**src/rtl/sys_cfg_pkg.sv**
```systemverilog
package sys_cfg_pkg;
  localparam int unsigned DW = 32;
  localparam int unsigned AW = 12;

  localparam logic [AW-1:0] OFF_GEN   = 12'h000;
  localparam logic [AW-1:0] OFF_LED   = 12'h004;
  localparam logic [AW-1:0] OFF_ZERO  = 12'h00C;
  localparam logic [AW-1:0] OFF_INFO  = 12'h010;
  localparam logic [AW-1:0] OFF_RDATA = 12'h0A0;
  localparam logic [AW-1:0] OFF_WDATA = 12'h0A4;
  localparam logic [AW-1:0] OFF_CMD   = 12'h0A8;
  localparam logic [AW-1:0] OFF_STAT  = 12'h0AC;
  localparam logic [AW-1:0] OFF_LOCK  = 12'h100;
  localparam logic [AW-1:0] OFF_AUX   = 12'hFF8;
  localparam logic [AW-1:0] OFF_ID    = 12'hFFC;

  // command word fields
  localparam int unsigned CMD_DEV_LSB  = 0;
  localparam int unsigned CMD_DEV_W    = 12;
  localparam int unsigned CMD_FN_LSB   = 20;
  localparam int unsigned CMD_FN_W     = 6;
  localparam int unsigned CMD_DIR_BIT  = 30;
  localparam int unsigned CMD_GO_BIT   = 31;
  localparam logic [DW-1:0] CMD_KEEP   = 32'h43F0_0FFF;
  localparam logic [DW-1:0] CMD_RST    = 32'h0010_0000;
  localparam logic [CMD_FN_W-1:0] FN_OSC = 6'd1;

  localparam int unsigned N_LOOP = 8;

  typedef struct packed {
    logic err;
    logic done;
  } ch_stat_t;
endpackage

```
**src/rtl/lock_summary.sv**
```systemverilog
module lock_summary #(
  parameter int unsigned N = 8
) (
  input  logic [N-1:0] lock_i,
  input  logic [N-1:0] mask_i,
  output logic         all_ok_o
);
  // unmasked loops count as locked
  always_comb all_ok_o = &(lock_i | ~mask_i);
endmodule

```
**src/rtl/cfg_channel.sv**
```systemverilog
module cfg_channel import sys_cfg_pkg::*; #(
  parameter int unsigned OSC_N = 3,
  parameter logic [OSC_N-1:0][DW-1:0] OSC_RST = {32'd25000000, 32'd24576000, 32'd50000000}
) (
  input  logic          clk_i,
  input  logic          rst_ni,
  input  logic          cmd_we_i,
  input  logic [DW-1:0] cmd_wdata_i,
  input  logic [DW-1:0] out_data_i,
  output logic [DW-1:0] cmd_o,
  output ch_stat_t      stat_o,
  output logic [DW-1:0] rdata_o
);
  logic [CMD_DEV_W-1:0] dev;
  logic [CMD_FN_W-1:0]  fn;
  logic                 go, dir_wr, ok;
  logic [DW-1:0]        osc_sel;
  logic [OSC_N-1:0][DW-1:0] osc_q;
  logic [DW-1:0]        unused_cmd;

  assign dev    = cmd_wdata_i[CMD_DEV_LSB +: CMD_DEV_W];
  assign fn     = cmd_wdata_i[CMD_FN_LSB +: CMD_FN_W];
  assign go     = cmd_wdata_i[CMD_GO_BIT];
  assign dir_wr = cmd_wdata_i[CMD_DIR_BIT];
  assign ok     = (fn == FN_OSC) && (32'(dev) < OSC_N);
  assign unused_cmd = cmd_wdata_i & ~CMD_KEEP;

  always_comb begin
    osc_sel = '0;
    for (int i = 0; i < int'(OSC_N); i++)
      if (32'(dev) == i) osc_sel = osc_q[i];
  end

  for (genvar g = 0; g < int'(OSC_N); g++) begin : g_osc
    always_ff @(posedge clk_i or negedge rst_ni) begin
      if (!rst_ni) osc_q[g] <= OSC_RST[g];
      else if (cmd_we_i && go && dir_wr && ok && (32'(dev) == g))
        osc_q[g] <= out_data_i;
    end
  end

  always_ff @(posedge clk_i or negedge rst_ni) begin
    if (!rst_ni) begin
      cmd_o   <= CMD_RST;
      stat_o  <= '0;
      rdata_o <= '0;
    end else if (cmd_we_i) begin
      cmd_o       <= cmd_wdata_i & CMD_KEEP;
      stat_o.done <= go;
      stat_o.err  <= go && !ok;
      if (go && !dir_wr && ok) rdata_o <= osc_sel;
    end
  end
endmodule

```
**src/rtl/sys_cfg_regs.sv**
```systemverilog
module sys_cfg_regs import sys_cfg_pkg::*; #(
  parameter int unsigned OSC_N = 3,
  parameter logic [OSC_N-1:0][DW-1:0] OSC_RST = {32'd25000000, 32'd24576000, 32'd50000000},
  parameter logic [DW-1:0] INFO_VAL   = 32'h0000_0000,
  parameter logic [DW-1:0] AUX_ID_VAL = 32'h0000_0000,
  parameter logic [DW-1:0] BLK_ID_VAL = 32'h0000_0000
) (
  input  logic          clk_i,
  input  logic          rst_ni,
  input  logic          psel_i,
  input  logic          penable_i,
  input  logic          pwrite_i,
  input  logic [AW-1:0] paddr_i,
  input  logic [DW-1:0] pwdata_i,
  output logic [DW-1:0] prdata_o,
  input  logic [N_LOOP-1:0] lock_i,
  output logic [N_LOOP-1:0] led_o
);
  localparam int unsigned WIW = AW - 2;

  logic [WIW-1:0] widx;
  logic           wr_en;
  logic [DW-1:0]  gen_q, led_q, wdata_q, cmd_q, ch_rdata;
  logic [N_LOOP-1:0] mask_q;
  ch_stat_t       ch_stat;
  logic           lock_ok;
  logic [1:0]     unused_addr;

  assign widx  = paddr_i[AW-1:2];
  assign wr_en = psel_i && penable_i && pwrite_i;
  assign unused_addr = paddr_i[1:0];

  function automatic logic at(input logic [WIW-1:0] w, input logic [AW-1:0] off);
    return w == off[AW-1:2];
  endfunction

  always_ff @(posedge clk_i or negedge rst_ni) begin
    if (!rst_ni) begin
      gen_q   <= '0;
      led_q   <= '0;
      wdata_q <= '0;
      mask_q  <= '1;
    end else if (wr_en) begin
      if (at(widx, OFF_GEN))   gen_q   <= pwdata_i;
      if (at(widx, OFF_LED))   led_q   <= pwdata_i;
      if (at(widx, OFF_WDATA)) wdata_q <= pwdata_i;
      if (at(widx, OFF_LOCK))  mask_q  <= pwdata_i[DW-1 -: N_LOOP];
    end
  end

  cfg_channel #(.OSC_N(OSC_N), .OSC_RST(OSC_RST)) u_chan (
    .clk_i       (clk_i),
    .rst_ni      (rst_ni),
    .cmd_we_i    (wr_en && at(widx, OFF_CMD)),
    .cmd_wdata_i (pwdata_i),
    .out_data_i  (wdata_q),
    .cmd_o       (cmd_q),
    .stat_o      (ch_stat),
    .rdata_o     (ch_rdata)
  );

  lock_summary #(.N(N_LOOP)) u_lock (
    .lock_i   (lock_i),
    .mask_i   (mask_q),
    .all_ok_o (lock_ok)
  );

  always_comb begin
    prdata_o = '0;
    if      (at(widx, OFF_GEN))   prdata_o = gen_q;
    else if (at(widx, OFF_LED))   prdata_o = led_q;
    else if (at(widx, OFF_INFO))  prdata_o = INFO_VAL;
    else if (at(widx, OFF_RDATA)) prdata_o = ch_rdata;
    else if (at(widx, OFF_WDATA)) prdata_o = wdata_q;
    else if (at(widx, OFF_CMD))   prdata_o = cmd_q;
    else if (at(widx, OFF_STAT))  prdata_o = {30'd0, ch_stat};
    else if (at(widx, OFF_LOCK))  prdata_o = {mask_q, lock_i, 15'd0, lock_ok};
    else if (at(widx, OFF_AUX))   prdata_o = AUX_ID_VAL;
    else if (at(widx, OFF_ID))    prdata_o = BLK_ID_VAL;
  end

  assign led_o = led_q[N_LOOP-1:0];
endmodule

```
**config.mk**
```make
export PLATFORM = sky130hd
export DESIGN_NAME = sys_cfg_regs
export DESIGN_NICKNAME = d
export VERILOG_FILES = /design/src/rtl/sys_cfg_pkg.sv /design/src/rtl/lock_summary.sv /design/src/rtl/cfg_channel.sv /design/src/rtl/sys_cfg_regs.sv
export SDC_FILE = /design/constraint.sdc
export NUM_CORES = 1
export LEC_CHECK = 0
export BUFFER_PORTS_ARGS = -buffer_cell sky130_fd_sc_hd__buf_4
export CAP_MARGIN = 25
export CORE_MARGIN = 2
export CORE_UTILIZATION = 54
export DETAILED_ROUTE_END_ITERATION = 8
export PLACE_DENSITY_LB_ADDON = 0.12
export SYNTH_ARGS = -nofsm -noshare
export SYNTH_HDL_FRONTEND = slang
export SYNTH_SLANG_ARGS = --single-unit
```
**constraint.sdc**
```tcl
create_clock -name clk_i -period 2.16 [get_ports clk_i]
set_input_delay 0.216 -clock clk_i [delete_from_list [all_inputs] [get_ports clk_i]]
set_output_delay 0.216 -clock clk_i [all_outputs]
set_load 0.01 [all_outputs]
```
==> metrics.csv <==
stage,metric,value,unit
status,result of the run,finished clean,
critical_path,Buf/Inv on CP,4,
sta,setup repair after global routing missed its margin,yes,
sta,final count of negative-setup-slack endpoints,0,
clock_network,clock-pin slew on the worst setup and hold paths,0.06,ns
power_and_ir_drop,Lkg Pwr,7.030,nW
global_routing,pin count of the biggest net entering global routing,74,
layout,share of final-layout standard cells stronger than drive strength 1,0.4206,
floorplanning,Starting Density,0.5461,
critical_path,data arrival at the endpoint of the critical path,1.94,ns
drt,Starting DRT DRC Count,445,
global_routing,Congestion Overflow GR,0,
yosys,number of distinct library cells after synthesis,44,
critical_path,"Max stage delay cell, worst path",or4_4,
global_routing,via count of the first global-routing pass,8438,
yosys,fraction of synthesized cell area taken by the top area cell type,0.4514,
clock_network,"buffers from clock root to sink, at most",3,
sta,final hold slack,0.02883,ns
power_and_ir_drop,P_int,7.643,mW
sta,max-slew violation count,0,
drt,mean routed wirelength per cell,20.73,um
yosys,Yosys warning total,0,
drt,count of antenna-violating nets left after detailed routing,0,
layout,area overhead of the layout relative to synthesis,25.24,%
yosys,part of the Yosys area used for sequential elements,0.5404,
flow_run,count of max-cap constraint violations,0,
yosys,#FFs+latches synth,253,
power_and_ir_drop,cell area power density,662.0,nW/um2
yosys,"EDFF count, synth",0,
clock_network,clock sink total,253,
hold_path,Hold WC Path Type,in -> reg,
power_and_ir_drop,largest vdd supply drop,0.6967,mV
yosys,ys async rst share,1.000,
sta,Worst-Margin Slew,0.5983,ns
yosys,Area contributors post-synth,"dfrtp_1, mux2_2, dfstp_2",
critical_path,most used cell along the critical path,buf_4,
yosys,cell accounting for the most synthesized area,dfrtp_1,
critical_path,CP startpoint kind,input port,
clock_network,TritonCTS clock tree,yes,
power_and_ir_drop,part of the total power dissipated in sequential elements,0.487,
global_routing,GR Util All Layers,0.2554,
sta,maximum clock rate,463.6,MHz
yosys,mean area per synthesized cell,11.73,um2
critical_path,delay of the slowest critical-path stage,0.58,ns
floorplanning,total I/O pin count,97,
floorplanning,horizontal die dimension,151.9,um
place,input/output buffers,94,
sta,number of endpoints with negative hold slack in the final report,0,
critical_path,worst-path maximum fanout,11,
drt,via count of the routed design,8349,
drt,number of remaining DRC errors,0,
floorplanning,core area,21620,um2
critical_path,crit end category,output port,
critical_path,required arrival time at the worst endpoint,1.94,ns
yosys,flip-flop cell with the highest count after synthesis,dfrtp_1,
global_routing,global-route wire length before repair,47.49,mm
power_and_ir_drop,power dissipated by switching net loads,2.146,mW
sta,minimum period implied by the final worst setup slack,2.157,ns
critical_path,crit-path cells,"buf_4, or4_4, buf_4, nor2_2, nand2_1, buf_4, o22ai_1, buf_4",
global_routing,initial antenna violation count,0,
power_and_ir_drop,Comb power frac,0.053,
sta,setup slack after layout,0.002820,ns
floorplanning,Die ar.,23060,um2
drt,first-pass iteration count of the detailed router,4,
power_and_ir_drop,Switching Share,0.2192,
critical_path,Critical Setup Path Class,in -> out,
clock_network,number of H-tree levels,1,
place,HPWL after detailed placement,19.25,mm
layout,ANT cells,0,
yosys,net count after synthesis,1064,
critical_path,family of cells with the greatest summed delay on the critical path,simple AND/OR/NAND/NOR gates,
drt,DRT Wirelength,30.21,mm
sta,worst setup skew after layout,0.02031,ns
place,weighted congestion at the end of routability-driven global placement,0.8121,
yosys,Post-Synthesis Cell Area,11810,um2
sta,final worst-path cycle share,0.9987,
clock_network,clock root cell,clkbuf_16,
place,post-placement setup slack,-0.4254,ns
layout,Final nets,1214,
floorplanning,die height,151.9,um
floorplanning,number of rows in the core area,54,
power_and_ir_drop,clock group share of total power,0.460,
yosys,Cells after Synth,1007,
sta,max-slew headroom at the worst pin,0.6011,
clock_network,TritonCTS buffer count,27,
clock_network,clock insertion delay at the later pin of the skew report,0.54,ns
drt,vias per cell,5.730,
==> synthesized netlist by cell type (2+ instances only) <==
cell type and number:
and4b_1 2, a22o_1 6, nor4_1 12, a22oi_1 9, and2_1 2, or4_1 4
o21ai_0 117, buf_2 11, a32oi_1 4, dfstp_2 40, nor2b_1 9, a21oi_1 20
o21a_1 12, mux2_2 182, dfrtp_1 213, inv_1 17, or3_1 2, buf_1 18
nor2_1 25, nor4_2 2, nand3_1 9, mux2_1 31, clkbuf_1 35, mux2i_1 58
buf_4 8, nand2b_1 9, nand4b_1 2, nand2_1 111, o22ai_1 22
==> cells by family (layout without fill, tap and decap cells) <==
family          after synthesis  in the layout  synth area share
mux                         272            272            0.2542
flops                       253            253            0.5404
simple gates                199            200           0.08043
compound gates              192            192           0.09187
buf+inv                      90            259           0.03232
xor+xnor                      1              1         0.0007419
==> layer usage <==
metal  vias up  global-route usage  part of all wire
li1       3896                   -                 -
met1      4186              0.3967              0.48
met2       230              0.3893              0.45
met3        37             0.03537             0.055
met4         0             0.04851             0.016
met5         -                   0                 0
==> state kept, by name (all words and copies together), names as in the netlist <==
register / cells
u_chan.stat_o: 2
wdata_q: 32
mask_q: 8
led_q: 32
u_chan.cmd_o: 19
u_chan.osc_q: 96
u_chan.rdata_o: 32
gen_q: 32
==> timing repair <==
action,in CTS,in global routing
pin swaps,5,28
resized for setup,22,57
endpoints found under the setup margin,32,75
buffers inserted,4,2
gates cloned,2,4
hold buffers,18,0
endpoints found under the hold margin,112,0
==> layout make-up <==
cell class | instances | area [um2]
Fill cell | 1672 | 6833
Timing Repair Buffer | 192 | 1788
Sequential cell | 253 | 6381
Inverter | 18 | 67.56
Multi-Input combinational cell | 665 | 5321
Clock buffer | 46 | 857.1
Tap cell | 280 | 350.3
Clock inverter | 3 | 22.52
==> power by group through the flow <==
stage          Combinational (mW)  Clock (mW)  Sequential (mW)
4_1_cts                     0.510        4.59             4.76
3_3_place_gp                0.471           0             4.85
5_1_grt                     0.565        4.78             4.76
3_5_place_dp                0.475           0             4.85
2_1_floorplan               0.145           0             4.84
6_report                    0.520        4.51             4.76
==> worst reg2reg max path, stage by stage, from the launching register on <==
cell and delay, ns:
dfstp_2 0.53, mux2i_1 0.06, o21ai_0 0.17, nand2_1 0.09
o21ai_0 0.14
==> final timing paths <==
kind / from / to / slack (ns) / cells past startpoint
min in group asynchronous: rst_ni / gen_q[29] / 0.26 / 2
worst max register to register: u_chan.osc_q[56] / u_chan.rdata_o[24] / 1.07 / 4
worst min register to register: u_chan.rdata_o[17] / u_chan.rdata_o[17] / 0.48 / 2
max in group asynchronous: rst_ni / u_chan.osc_q[49] / 1.12 / 3
worst max-delay path: paddr_i[9] / prdata_o[18] / 0.003 / 8
worst min-delay path: pwdata_i[30] / u_chan.cmd_o[30] / 0.03 / 2
==> stage by stage <==
stage / setup TNS (ns) / power, mW / cell area (um2) / cells / utilization
6_report: 0 / 9.790 / 14790 / 1457 / 0.6840
3_5_place_dp: -50.64 / 5.322 / 13330 / 1381 / 0.6166
2_1_floorplan: -12.43 / 4.989 / 11870 / 1007 / -
3_3_place_gp: -45.96 / 5.317 / 13330 / 1381 / 0.6166
5_1_grt: -0.2561 / 10.11 / 14790 / 1457 / 0.6840
4_1_cts: -0.01644 / 9.868 / 14540 / 1454 / 0.6723
==> cells in the final DEF (no fill, tap or decap), drive strengths merged, types with 2 or more instances in the layout <==
cell and n:
nand3 9, dlygate4sd3 17, a32oi 4, mux2 213, clkinv 2, dfrtp 213, nand2b 9, inv 19
nand4b 2, buf 171, dfstp 40, o21ai 117, and4b 2, nor2 25, clkbuf 49, and2 2
nor2b 9, o22ai 22, a21oi 20, or4 4, o21a 12, nand2 111, or3 3, nor4 15
a22o 6, a22oi 9, mux2i 58
Power figures use the tool's default switching activity.
